## config.mk

```make
export PLATFORM = sky130hd
export DESIGN_NAME = isc_top
export DESIGN_NICKNAME = d
export VERILOG_FILES = /design/src/rtl/isc_pkg.sv /design/src/rtl/isc_sense_cell.sv /design/src/rtl/isc_bank.sv /design/src/rtl/isc_top.sv
export SDC_FILE = /design/constraint.sdc
export NUM_CORES = 1
export LEC_CHECK = 0
export BUFFER_PORTS_ARGS = -buffer_cell sky130_fd_sc_hd__buf_2
export CAP_MARGIN = 5
export CORE_MARGIN = 2
export CORE_UTILIZATION = 45
export DETAILED_ROUTE_END_ITERATION = 8
export HOLD_SLACK_MARGIN = 0.12
export PLACE_DENSITY = 0.74
export RECOVER_POWER = 50
export SLEW_MARGIN = 30
export SYNTH_ARGS = -nofsm -noshare
export SYNTH_HDL_FRONTEND = slang
export SYNTH_HIERARCHICAL = 1
export SYNTH_SLANG_ARGS = --single-unit
```

## constraint.sdc

```tcl
create_clock -name clk -period 2.1 [get_ports clk]
set_input_delay 0.105 -clock clk [delete_from_list [all_inputs] [get_ports clk]]
set_output_delay 0.105 -clock clk [all_outputs]
set_load 0.02 [all_outputs]
```

## src/rtl/isc_pkg.sv

```systemverilog
// Shared definitions for the interrupt sense converter.
package isc_pkg;
    // Sense mode field encoding
    typedef enum logic [1:0] {
        SENSE_LOW  = 2'b00,
        SENSE_FALL = 2'b01,
        SENSE_RISE = 2'b10,
        SENSE_BOTH = 2'b11
    } sense_e;

    localparam int unsigned REG_DATA_W = 32;
    localparam int unsigned TRIG_OFS   = 'h0;
    localparam int unsigned MODE_OFS   = 'hC;
endpackage

```

## src/rtl/isc_sense_cell.sv

```systemverilog
// Sense cell: two-flop synchronizer, one history flop and a registered
// request output. Level-low input gives an active-high level. Any selected
// edge gives a one-cycle high pulse.
// Assumes: in_raw is asynchronous. mode_i is stable between register writes.
// The sampling chain is left out of reset on purpose, so the history holds
// the synchronized input when reset is released.
module isc_sense_cell
    import isc_pkg::*;
(
    input  logic       clk,
    input  logic       rst_n,
    input  logic       in_raw,
    input  logic [1:0] mode_i,
    output logic       req_o
);
    logic meta_q, sync_q, hist_q;
    logic detect;

    // Sampling chain: synchronize the input and keep one cycle of history
    always_ff @(posedge clk) begin
        meta_q <= in_raw;
        sync_q <= meta_q;
        hist_q <= sync_q;
    end

    // Select the sense condition for the programmed mode
    always_comb begin
        case (sense_e'(mode_i))
            SENSE_LOW:  detect = ~sync_q;
            SENSE_FALL: detect = hist_q & ~sync_q;
            SENSE_RISE: detect = ~hist_q & sync_q;
            SENSE_BOTH: detect = hist_q ^ sync_q;
            default:    detect = 1'b0;
        endcase
    end

    // Register the normalized request
    always_ff @(posedge clk) begin
        if (!rst_n) req_o <= 1'b0;
        else        req_o <= detect;
    end

    AST_LEVEL_POLARITY: assert property (@(posedge clk) disable iff (!rst_n)
        (req_o && $past(mode_i) == SENSE_LOW) |-> !hist_q);
    AST_FALL_POLARITY: assert property (@(posedge clk) disable iff (!rst_n)
        (req_o && $past(mode_i) == SENSE_FALL) |-> (!hist_q && $past(hist_q)));
    AST_RISE_POLARITY: assert property (@(posedge clk) disable iff (!rst_n)
        (req_o && $past(mode_i) == SENSE_RISE) |-> (hist_q && !$past(hist_q)));
    AST_BOTH_NEEDS_CHANGE: assert property (@(posedge clk) disable iff (!rst_n)
        (req_o && $past(mode_i) == SENSE_BOTH) |-> (hist_q != $past(hist_q)));
endmodule

```

## src/rtl/isc_bank.sv

```systemverilog
// Register partition: holds one mode register (2 bits per sensed input) and
// one write-1-to-fire trigger register, and instantiates a sense cell for
// every sensed input.
// Assumes: 2*N_FIELDS <= REG_DATA_W and N_SW <= REG_DATA_W. Reads are
// combinational from the offset.
module isc_bank
    import isc_pkg::*;
#(
    parameter int unsigned N_FIELDS = 14,
    parameter int unsigned N_SW     = 14,
    parameter int unsigned ADDR_W   = 12
) (
    input  logic                  clk,
    input  logic                  rst_n,
    input  logic [N_FIELDS-1:0]   raw_i,
    input  logic [ADDR_W-1:0]     addr,
    input  logic                  we,
    input  logic [REG_DATA_W-1:0] wdata,
    output logic [REG_DATA_W-1:0] rdata,
    output logic [N_FIELDS-1:0]   req_o,
    output logic [N_SW-1:0]       sw_o
);
    localparam int unsigned MODE_W = 2 * N_FIELDS;

    logic [MODE_W-1:0] mode_q;
    logic              hit_mode, hit_trig;
    logic              unused_wdata_hi;

    assign hit_mode        = (addr == ADDR_W'(MODE_OFS));
    assign hit_trig        = (addr == ADDR_W'(TRIG_OFS));
    assign unused_wdata_hi = ^wdata[REG_DATA_W-1:MODE_W];

    // Mode register: reset to level-low, load on a write to its offset
    always_ff @(posedge clk) begin
        if (!rst_n)                mode_q <= '0;
        else if (we && hit_mode)   mode_q <= wdata[MODE_W-1:0];
    end

    // Trigger register: each written 1 is held for exactly one cycle
    always_ff @(posedge clk) begin
        if (!rst_n)                sw_o <= '0;
        else if (we && hit_trig)   sw_o <= wdata[N_SW-1:0];
        else                       sw_o <= '0;
    end

    // Read mux: only the mode register is readable
    always_comb begin
        rdata = hit_mode ? REG_DATA_W'(mode_q) : '0;
    end

    for (genvar i = 0; i < N_FIELDS; i++) begin : g_cell
        isc_sense_cell u_cell (
            .clk    (clk),
            .rst_n  (rst_n),
            .in_raw (raw_i[i]),
            .mode_i (mode_q[2*i +: 2]),
            .req_o  (req_o[i])
        );
    end

    AST_RESET_CLEAR: assert property (@(posedge clk) disable iff (!rst_n)
        $rose(rst_n) |-> (mode_q == '0 && sw_o == '0 && req_o == '0));
    AST_SW_FROM_WRITE: assert property (@(posedge clk) disable iff (!rst_n)
        (|sw_o) |-> $past(we && hit_trig));
    AST_MODE_HOLD: assert property (@(posedge clk) disable iff (!rst_n)
        (we && !hit_mode) |=> (mode_q == $past(mode_q)));
    AST_MODE_LOAD: assert property (@(posedge clk) disable iff (!rst_n)
        (we && hit_mode) |=> (rdata[MODE_W-1:0] == $past(wdata[MODE_W-1:0]) || !hit_mode));
endmodule

```

## src/rtl/isc_top.sv

```systemverilog
// Top level: splits the pins between the general and the safety partition,
// appends the error input to the safety partition after its pins, and
// packs all requests into the downstream index order.
// Assumes: N_SAFE < N_PIN. The error input is the last safety field.
module isc_top
    import isc_pkg::*;
#(
    parameter int unsigned N_PIN  = 16,
    parameter int unsigned N_SAFE = 2,
    parameter int unsigned ADDR_W = 12
) (
    input  logic                   clk,
    input  logic                   rst_n,
    input  logic [N_PIN-1:0]       pin_in,
    input  logic                   err_in,
    input  logic [ADDR_W-1:0]      gen_addr,
    input  logic                   gen_we,
    input  logic [REG_DATA_W-1:0]  gen_wdata,
    output logic [REG_DATA_W-1:0]  gen_rdata,
    input  logic [ADDR_W-1:0]      saf_addr,
    input  logic                   saf_we,
    input  logic [REG_DATA_W-1:0]  saf_wdata,
    output logic [REG_DATA_W-1:0]  saf_rdata,
    output logic [2*N_PIN:0]       irq_out
);
    localparam int unsigned N_GEN   = N_PIN - N_SAFE;
    localparam int unsigned N_SAF_F = N_SAFE + 1;

    logic [N_GEN-1:0]   gen_req, gen_sw;
    logic [N_SAF_F-1:0] saf_req;
    logic [N_SAFE-1:0]  saf_sw;

    isc_bank #(.N_FIELDS(N_GEN), .N_SW(N_GEN), .ADDR_W(ADDR_W)) u_gen (
        .clk   (clk),
        .rst_n (rst_n),
        .raw_i (pin_in[N_GEN-1:0]),
        .addr  (gen_addr),
        .we    (gen_we),
        .wdata (gen_wdata),
        .rdata (gen_rdata),
        .req_o (gen_req),
        .sw_o  (gen_sw)
    );

    isc_bank #(.N_FIELDS(N_SAF_F), .N_SW(N_SAFE), .ADDR_W(ADDR_W)) u_saf (
        .clk   (clk),
        .rst_n (rst_n),
        .raw_i ({err_in, pin_in[N_PIN-1:N_GEN]}),
        .addr  (saf_addr),
        .we    (saf_we),
        .wdata (saf_wdata),
        .rdata (saf_rdata),
        .req_o (saf_req),
        .sw_o  (saf_sw)
    );

    // Downstream order: software (general, safety), pins (general, safety), error
    assign irq_out = {saf_req, gen_req, saf_sw, gen_sw};

    AST_ERR_FROM_SAFETY: assert property (@(posedge clk) disable iff (!rst_n)
        (gen_we && !saf_we) |=> (saf_rdata == $past(saf_rdata) || saf_addr != $past(saf_addr)));
endmodule

```

; Yosys cells after proc, flatten, opt, wreduce, memory -nomap -nowiden
; Cells that the tools add are included.
[totals]
register_bits = 118
input_bits = 109
[classes]
n_eq_ne = 53
reduce_logical = 25
n_bitwise = 85
muxes = 19
[op_table]
columns = operator, count
row1 = "== test 2 bit, second input constant", 34
row2 = one-hot mux 1 bit (4 select lines), 17
row3 = AND 1 bit, 34
row4 = "== test 2 x 1 -> 1 bit, second input constant", 17
row5 = logical NOT 2 bit, 17
row6 = NOT 1 bit, 34
row7 = 2-to-1 mux 28 bit, 1
row8 = "== test 12 x 4 -> 1 bit, second input constant", 2
row9 = logical NOT 12 bit, 2
row10 = bitwise XOR 1 bit, 17
row11 = 2-to-1 mux 6 bit, 1
row12 = logical AND 1 bit, 4
row13 = AND reduction 2 bit, 2

; Logic depth before layout (Yosys ltp)
; Gate-level depths: netlist of run 1.
[depth]
ltp_word = 3
ltp_mapped = 5
ltp_nobuf = 5

; Cells and area by module
; Netlist of run 1, hierarchy kept.
[modules_own_cells]
columns = module, area_each_um2, cells_per_inst, instances, seq_area_each_um2
row1 = isc_sense_cell, 145.1, 14, 17, 80.1
row2 = isc_bank at u_gen, 1770.4, 194, 1, 840.8
row3 = isc_bank at u_saf, 608.1, 71, 1, 160.2

; Least setup slack after synthesis of run 1
; Ideal clock, no wire load.
[synth_timing]
path_type = input-to-output
start = input port gen_addr[5]
end = output port gen_rdata[0]
t_required_ns = 1.995
slack_ns = 0.371
arrival_time_ns = 1.624
path_buffers = 1
path_stages = 4
cell_sequence = or4_4 -> nor4_2 -> clkbuf_1 -> and2_1
[synth_via]
elab_chain_len = 2
[synth_lines]
columns = item, line_no
row1 = from (decl), isc_top.sv:16  ; input logic [ADDR_W-1:0] gen_addr,
row2 = == test 12 x 4 -> 1 bit, isc_bank.sv:29  ; assign hit_mode = (addr == ADDR_W'(MODE_OFS));
row3 = 2-to-1 mux 28 bit, isc_bank.sv:48  ; rdata = hit_mode ? REG_DATA_W'(mode_q) : '0;
row4 = to (decl), isc_top.sv:19  ; output logic [REG_DATA_W-1:0] gen_rdata,
; Every way passes these cells.

; Worst setup path after layout of run 1
[layout_timing]
start = input port gen_addr[5]
end = register u_gen.mode_q[18]
[layout_via]
elab_chain_len = 2
[layout_lines]
columns = item, line_no
row1 = == test 12 x 4 -> 1 bit, isc_bank.sv:29
row2 = logical AND 1 bit, isc_bank.sv:36  ; else if (we && hit_mode) mode_q <= wdata[MODE_W-1:0];
row3 = to (signal assigned), isc_bank.sv:36
row4 = to (decl), isc_bank.sv:25  ; logic [MODE_W-1:0] mode_q;
; Every way passes these cells.
; A chain may end at the register's enable or synchronous reset.

==> impl_metrics.tcl, run 1 <==
set metrics [dict create \
    run_status "finished, final reports clean" \
    place_ws_ns 0.103 \
    fin_setup_tns_ns 0 \
    antenna_found_initial 0 \
    globalRoute.totalOverflow 0 \
    coreArea_sq_um 10400 \
    hold_path_depth 2 \
    reg2reg_from "u_gen/mode_q[18]$_SDFFE_PN0P_" \
    layout-area-overhead-vs-synth_pct 42.6 \
    internal_power_mw 4.50 \
    postSynthAreaPerCell_sq_um 9.63 \
    synth.lib_cells_used.distinct 27 \
    port_buffers 145 \
    n_antenna_cell 0 \
    tightestPinTransition_ns 0.494 \
    vdd_drop_max_v 0.000565 \
    post_route_fraction_of_the_period_consumed_by_the_critical_path 0.976 \
    worst_rel_slew_slack 0.668 \
    die_y_microns 108 \
    hold_viol 0 \
    worstReg2RegEnd "u_gen/mode_q[18]$_SDFFE_PN0P_" \
    globalplace.congestion 0.704 \
    clockBufferDepth 2 \
    min-delay-start "pin_in[8]" \
    seqPwrFrac 0.405 \
    post_cts_resized 0 \
    path_clk_slew_ns 0.06 \
    worstPathMaxFanout 28 \
    comb_power_share 0.068 \
    layout_commonest_cell "sky130_fd_sc_hd__dfxtp_1" \
    chipWidth_microns 108 \
    summed_instance_area_of_the_synthesized_netlist_sq_um 4850 \
    r2r_cells 3 \
    layout-drive-gt1-share 0.216 \
    setup.worst_path.end_class "register" \
    clock_latency_on_the_worst_skew_pair_ns 0.50 \
    via_count_of_the_first_global_routing_pass 3921 \
    setup_slack_ns 0.0501 \
    cts_tree "done" \
    track_usage 0.191 \
    min_path_type "in -> reg" \
    post_synth_inst_count 503 \
    drtPass1Iterations 4 \
    clkPwrFrac 0.527 \
    yosysSeqAreaShare 0.487 \
    dp.final_hpwl_microns 7010 \
    cts_setup_buffers 0 \
    criticalPathCategory "in -> reg" \
    power.static_leakage_nw 3.44 \
    timing.final.crit_period_ns 2.05 \
    clock_tree.htree_level_count 4 \
    floorplan.initialDensity 0.467 \
    max_freq_ghz 0.488 \
    wl_microns 10900 \
    synthesis_stage_register_bit_count 118 \
    critical_path.startpoint_type "input port" \
    netSwitchingPower_mw 1.29 \
    ioPinCount 206 \
    netSwitchingFraction 0.222 \
    timing.critical_path.arrival_ns 2.44 \
    placement_rows 37 \
    cts_buffers 17 \
    remaining_drc_errors 0 \
    grt_max_degree 48 \
    avgViaCountPerCell 4.63 \
    crit_required_ns 2.49 \
    ant_nets 0 \
    ff2ff_setup_slack_ns 0.84 \
    grt_pass1_wl_microns 17500 \
    nets 867 \
    maxSlewViolCount 0 \
    dieArea_sq_um 11600 \
    layout.cells.most_common_list "sky130_fd_sc_hd__dfxtp_1 (118), sky130_fd_sc_hd__buf_2 (111), sky130_fd_sc_hd__nand2_1 (86)" \
    clock_sinks 118 \
    routed_wire_length_per_instance_microns 12.5 \
    power-per-cell-area_nw_per_um2 837 \
    setup_viol_count_final 0 \
    unrepaired_setup_endpoints_after_global_routing "false" \
    drt_iter0_markers 105 \
    ctsRootBufferMaster "sky130_fd_sc_hd__clkbuf_8" \
    drv_cap 0 \
    worstHoldEndpoint "u_gen/g_cell[8].u_cell/meta_q$_DFF_P_" \
    synth_warnings 6 \
    clock_skew_ns 0.00588 \
    vias 4040 \
]
cell families (layout without fill, tap and decap cells):
family,after synthesis,after routing,synth area share
muxes,34,34,0.0702
adders and majority gates,34,34,0.0878
AOI/OAI and AO/OA,51,51,0.0658
and+or+nand+nor,185,185,0.198
DFF,118,118,0.487
other,2,30,0.00155
buffers and inverters,79,285,0.0891
cell type report:
cell class	count	area, sq um
well taps	136	170
repair buffers	217	1430
multi-input cells	334	2170
flip-flops and latches	118	2360
fillers	802	3460
clock buffers	19	442
inverters	36	135
clock inverters	13	194
state kept, by name, summed over array words and instances, names as in the netlist:
name / flops
u_gen/mode_q: 28
u_gen/g_cell.u_cell/hist_q: 14
u_gen/g_cell.u_cell/meta_q: 14
u_gen/g_cell.u_cell/req_o: 14
u_gen/g_cell.u_cell/sync_q: 14
u_gen/sw_o: 14
u_saf/mode_q: 6
u_saf/g_cell.u_cell/hist_q: 3
u_saf/g_cell.u_cell/meta_q: 3
u_saf/g_cell.u_cell/req_o: 3
u_saf/g_cell.u_cell/sync_q: 3
u_saf/sw_o: 2
power by group through the flow:
| stage | combinational, mW | sequential (mW) | clock [mW] |
|---|---|---|---|
| 3_3_place_gp | 0.300 | 2.39 | 0 |
| 4_1_cts | 0.398 | 2.34 | 3.11 |
| 5_1_grt | 0.439 | 2.35 | 3.21 |
| 3_5_place_dp | 0.316 | 2.39 | 0 |
| 6_report | 0.394 | 2.34 | 3.05 |
| 2_1_floorplan | 0.199 | 2.41 | 0 |
cells in the mapped netlist, drive strengths merged:
cell | number | area (sq um)
nor3 | 1 | 5.00
ha | 34 | 425
inv | 36 | 135
conb | 2 | 7.51
nor4 | 3 | 40.0
or4 | 6 | 63.8
nand2b | 17 | 106
nor2 | 17 | 63.8
dfxtp | 118 | 2360
mux2i | 34 | 340
nand2 | 86 | 323
or3 | 1 | 6.26
nand4bb | 2 | 22.5
and2 | 48 | 300
buf | 34 | 263
a21oi | 17 | 85.1
nand3 | 1 | 5.00
o21ai | 17 | 85.1
or2 | 1 | 6.26
o2111ai | 17 | 149
clkbuf | 9 | 33.8
nor4b | 2 | 17.5
how the worst max path moves through the flow:
| stage | startpoint | end | slack, ns | cells past startpoint |
|---|---|---|---|---|
| finish | gen_addr[5] | u_gen/mode_q[18]$_SDFFE_PN0P_ | 0.05 | 6 |
| global placement | gen_addr[5] | u_gen/mode_q[7]$_SDFFE_PN0P_ | 0.15 | 5 |
| CTS | gen_addr[5] | u_gen/mode_q[17]$_SDFFE_PN0P_ | 0.12 | 6 |
| detailed placement | gen_addr[5] | u_gen/mode_q[14]$_SDFFE_PN0P_ | 0.10 | 5 |
| floorplan | gen_addr[5] | gen_rdata[0] | 0.37 | 4 |
| global route | gen_addr[5] | u_gen/mode_q[18]$_SDFFE_PN0P_ | 0.04 | 6 |
critical path: stages:
cell	delay (ns)
sky130_fd_sc_hd__buf_2	0.10
sky130_fd_sc_hd__or4_4	0.56
sky130_fd_sc_hd__or4_2	0.72
sky130_fd_sc_hd__buf_12	0.22
sky130_fd_sc_hd__mux2i_1	0.14
sky130_fd_sc_hd__dlygate4sd3_1	0.58
routing by layer:
| metal | vias up | GRT usage | routed length (microns) | part of all wire |
|---|---|---|---|---|
| li1 | 2036 | - | - | - |
| met1 | 1858 | 0.215 | 4600 | 0.42 |
| met2 | 134 | 0.342 | 5560 | 0.51 |
| met3 | 12 | 0.0569 | 664 | 0.061 |
| met4 | 0 | 0.0604 | 116 | 0.011 |
| met5 | - | 0 | 0 | 0 |
stage by stage:
step,cells,total power [mW],hold WS (ns),cell area [sq um],utilization
3_5_place_dp,774,2.71,0.209,5640,0.544
3_3_place_gp,774,2.69,0.207,5640,0.544
2_1_floorplan,531,2.61,0.133,4950,-
5_1_grt,873,6.00,0.206,6910,0.666
6_report,873,5.78,0.233,6910,0.666
4_1_cts,873,5.85,0.205,6950,0.670
repair_timing:
item	4_1_cts	5_1_grt
hold buffers	67	0
endpoints found under the hold margin	69	0
endpoints found under the setup margin	0	0
(Power assumes the default switching activity.)
==> inputs of run 2 (changes only) <==
- MAX_ROUTING_LAYER: unset -> met4
==> impl_metrics.tcl, run 2 (synthesis gave the netlist of run 1 again) <==
set metrics [dict create \
    cts_tree "done" \
    vdd_drop_max_v 0.000566 \
    nets 867 \
    ioPinCount 206 \
    clock_skew_ns 0.00580 \
    power.static_leakage_nw 3.44 \
    ctsRootBufferMaster "sky130_fd_sc_hd__clkbuf_8" \
    timing.final.crit_period_ns 2.06 \
    clock_tree.htree_level_count 4 \
    min_path_type "in -> reg" \
    path_cells "buf_2 > or4_4 > or4_2 > buf_12 > mux2i_1 > dlygate4sd3_1" \
    drtPass1Iterations 4 \
    multi_input_comb_area_sq_um 2170 \
    number_of_flip_flops_under_the_largest_register_name 28 \
    crit_required_ns 2.48 \
    post_cts_resized 0 \
    globalRoute.totalOverflow 0 \
    ant_nets 0 \
    avgViaCountPerCell 4.61 \
    seq_area_sq_um 2360 \
    timing.critical_path.arrival_ns 2.44 \
    die_y_microns 108 \
    dieArea_sq_um 11600 \
    wl_microns 10900 \
    unrepaired_setup_endpoints_after_global_routing "false" \
    track_usage 0.197 \
    placement_rows 37 \
    clock_sinks 118 \
    maxSlewViolCount 0 \
    worstPathMaxFanout 28 \
    antenna_found_initial 0 \
    port_buffers 145 \
    grt_pass1_wl_microns 17500 \
    path_clk_slew_ns 0.06 \
    clock_latency_on_the_worst_skew_pair_ns 0.50 \
    clockBufferDepth 2 \
    critical_path.startpoint_type "input port" \
    layout.core_utilization 0.666 \
    hold_viol 0 \
    fin_setup_tns_ns 0 \
    criticalPathCategory "in -> reg" \
    layout-drive-gt1-share 0.216 \
    place.detailed.instances 774 \
    routed_wire_length_per_instance_microns 12.5 \
    fill_cells 803 \
    setup_viol_count_final 0 \
    cts-hold-fix-buffers 67 \
    run_status "finished, final reports clean" \
    post_route_fraction_of_the_period_consumed_by_the_critical_path 0.979 \
    n_antenna_cell 0 \
    worst_rel_slew_slack 0.550 \
    layout-area-overhead-vs-synth_pct 42.5 \
    dp.final_hpwl_microns 7010 \
    power-per-cell-area_nw_per_um2 837 \
    via_count_of_the_first_global_routing_pass 3914 \
    grt_max_degree 48 \
    drt_iter0_markers 95 \
    tightestPinTransition_ns 0.675 \
    layout.cells.most_common_list "sky130_fd_sc_hd__dfxtp_1 (118), sky130_fd_sc_hd__buf_2 (112), sky130_fd_sc_hd__nand2_1 (86)" \
    place_ws_ns 0.103 \
    floorplan.initialDensity 0.467 \
    critPathMaxStageDelay_ns 0.72 \
    remaining_drc_errors 0 \
    place_area_sq_um 5640 \
    chipWidth_microns 108 \
    instances_no_fill 873 \
    vias 4024 \
    largest-register "u_gen/mode_q" \
    setup_slack_ns 0.0443 \
    totalPowerFinal_mw 5.78 \
    crit_slowest_cell "sky130_fd_sc_hd__or4_2" \
    cts_buffers 17 \
    layout_commonest_cell "sky130_fd_sc_hd__dfxtp_1" \
    whs_ns 0.238 \
    cts_setup_buffers 0 \
    final_design_area_no_fill_sq_um 6910 \
    globalplace.congestion 0.711 \
    max_freq_ghz 0.486 \
    drv_cap 0 \
    coreArea_sq_um 10400 \
    setup.worst_path.end_class "register" \
]
[run 2: power by group]
group	internal [mW]	total [mW]	switching, mW
registers	2.31	2.34	0.0343
clock network	2.00	3.04	1.04
logic	0.184	0.394	0.209
total	4.50	5.78	1.28
[run 2: path summary, 6_finish.rpt]
path                                                            start                                     to  slack [ns]  depth (start not counted)
worst max-delay path                                      gen_addr[5]          u_gen/mode_q[18]$_SDFFE_PN0P_        0.04                          6
worst min-delay path                                        pin_in[8]  u_gen/g_cell[8].u_cell/meta_q$_DFF_P_        0.24                          2
worst max register to register          u_gen/mode_q[18]$_SDFFE_PN0P_          u_gen/mode_q[18]$_SDFFE_PN0P_        0.83                          3
worst min register to register  u_gen/g_cell[2].u_cell/meta_q$_DFF_P_  u_gen/g_cell[2].u_cell/sync_q$_DFF_P_        0.32                          0
[run 2: critical path: cells and delay by family]
kind | cells | cell delay, ns
buffers and inverters | 3 | 0.90
AND/OR/NAND/NOR | 2 | 1.28
multiplexers | 1 | 0.14
[run 2: layout make-up]
cell class	instances	area share
Tap cell	136	0.0246
Clock inverter	13	0.0281
Multi-Input combinational cell	334	0.315
Clock buffer	19	0.0639
Timing Repair Buffer	217	0.207
Sequential cell	118	0.342
Inverter	36	0.0196
[run 2: layer usage]
layer  up-vias  global-route usage  share of wire
met1      1854               0.217           0.43
li1       2037                   -              -
met3         9              0.0569          0.055
met2       124               0.343           0.51
met4         0              0.0604         0.0093
met5         -                   -              0
==> inputs of run 3 (changes only) <==
- CAP_MARGIN: 5 -> 20
- clock period: 2.1 -> 1.9 ns (I/O delays scaled with it)
==> impl_metrics.tcl, run 3 (synthesis gave the netlist of run 1 again) <==
set metrics [dict create \
    floorplan.initialDensity 0.467 \
    grt_max_degree 37 \
    setup.worst_path.end_class "primary output" \
    fin_setup_tns_ns 0 \
    cts_buffers 17 \
    dieArea_sq_um 11600 \
    track_usage 0.208 \
    dp.final_hpwl_microns 7420 \
    place_area_sq_um 5660 \
    layout.core_utilization 0.664 \
    chipWidth_microns 108 \
    wl_microns 11600 \
    clock_sinks 118 \
    layout.cells.most_common_list "sky130_fd_sc_hd__dfxtp_1 (118), sky130_fd_sc_hd__buf_2 (110), sky130_fd_sc_hd__nand2_1 (86)" \
    criticalPathCategory "in -> out" \
    ctsRootBufferMaster "sky130_fd_sc_hd__clkbuf_8" \
    place.detailed.instances 778 \
    drv_cap 0 \
    clock_tree.htree_level_count 4 \
    max_freq_ghz 0.537 \
    unrepaired_setup_endpoints_after_global_routing "false" \
    largest-register "u_gen/mode_q" \
    maxSlewViolCount 0 \
    avgViaCountPerCell 4.66 \
    nets 865 \
    layout-area-overhead-vs-synth_pct 42.1 \
    cts_setup_buffers 0 \
    remaining_drc_errors 0 \
    instances_no_fill 871 \
    ff2ff_setup_slack_ns 0.59 \
    antenna_found_initial 0 \
    r2r_cells 3 \
    post_route_fraction_of_the_period_consumed_by_the_critical_path 0.979 \
    grt_pass1_wl_microns 18100 \
    globalplace.congestion 0.718 \
    timing.critical_path.arrival_ns 1.77 \
    clock_skew_ns 0.00657 \
    min_path_type "in -> reg" \
    clock_latency_on_the_worst_skew_pair_ns 0.51 \
    coreArea_sq_um 10400 \
    critical_path.startpoint_type "input port" \
    power-per-cell-area_nw_per_um2 945 \
    die_y_microns 108 \
    n_antenna_cell 0 \
    ant_nets 0 \
    via_count_of_the_first_global_routing_pass 4023 \
    placement_rows 37 \
    clockBufferDepth 2 \
    cts_tree "done" \
    setup_slack_ns 0.0393 \
    tightestPinTransition_ns 0.645 \
    routed_wire_length_per_instance_microns 13.3 \
    drt_iter0_markers 158 \
    final_design_area_no_fill_sq_um 6880 \
    ioPinCount 206 \
    hold_viol 0 \
    drtPass1Iterations 4 \
    globalRoute.totalOverflow 0 \
    hold_path_depth 2 \
    run_status "finished, final reports clean" \
    power.static_leakage_nw 3.44 \
    port_buffers 145 \
    vdd_drop_max_v 0.000502 \
    number_of_flip_flops_under_the_largest_register_name 28 \
    layout_commonest_cell "sky130_fd_sc_hd__dfxtp_1" \
    crit_required_ns 1.80 \
    setup_viol_count_final 0 \
    vias 4060 \
    worst_rel_slew_slack 0.570 \
    place_ws_ns -0.0276 \
    path_clk_slew_ns 0.06 \
    worstPathMaxFanout 22 \
    timing.final.crit_period_ns 1.86 \
    layout-drive-gt1-share 0.222 \
]
==> run 3: path summary, 6_finish.rpt <==
| kind | from | end |
|---|---|---|
| setup reg to reg | u_saf/mode_q[4]$_SDFFE_PN0P_ | u_saf/mode_q[4]$_SDFFE_PN0P_ |
| setup / recovery | gen_addr[9] | gen_rdata[13] |
| hold / removal | pin_in[8] | u_gen/g_cell[8].u_cell/meta_q$_DFF_P_ |
| hold reg to reg | u_saf/g_cell[0].u_cell/meta_q$_DFF_P_ | u_saf/g_cell[0].u_cell/sync_q$_DFF_P_ |
==> run 3: power breakdown <==
part / switching (mW) / internal, mW
clock network: 1.16 / 2.31
registers: 0.0383 / 2.55
logic: 0.239 / 0.200
total: 1.44 / 5.07
==> run 3: worst max-delay path: stages <==
cell	delay, ns
sky130_fd_sc_hd__buf_2	0.10
sky130_fd_sc_hd__or4_4	0.54
sky130_fd_sc_hd__buf_4	0.17
sky130_fd_sc_hd__nor4_4	0.32
sky130_fd_sc_hd__buf_12	0.21
sky130_fd_sc_hd__and2_1	0.17
sky130_fd_sc_hd__buf_2	0.17
==> run 3: metal layers <==
layer / track usage / share of wire / routed length, microns
met3: 0.0418 / 0.048 / 557
met4: 0.0861 / 0.017 / 201
met5: - / 0 / 0
met1: 0.221 / 0.41 / 4760
met2: 0.377 / 0.52 / 6050
==> run 3: layout make-up <==
class,count,area [sq um]
Clock buffer,18,428
Clock inverter,14,224
Fill cell,836,3490
Inverter,36,135
Multi-Input combinational cell,334,2180
Sequential cell,118,2360
Tap cell,136,170
Timing Repair Buffer,215,1390
==> run 3: timing repair <==
action | in CTS | in global routing
gates resized for setup | 0 | 1
hold buffers | 61 | 0
endpoints found under the setup margin | 0 | 6
endpoints found under the hold margin | 71 | 0
==> run 3: through the flow <==
| step | power [mW] | hold slack (ns) |
|---|---|---|
| 4_1_cts | 6.56 | 0.188 |
| 2_1_floorplan | 2.88 | 0.123 |
| 3_5_place_dp | 3.00 | 0.199 |
| 5_1_grt | 6.73 | 0.203 |
| 3_3_place_gp | 2.97 | 0.198 |
| 6_report | 6.51 | 0.209 |
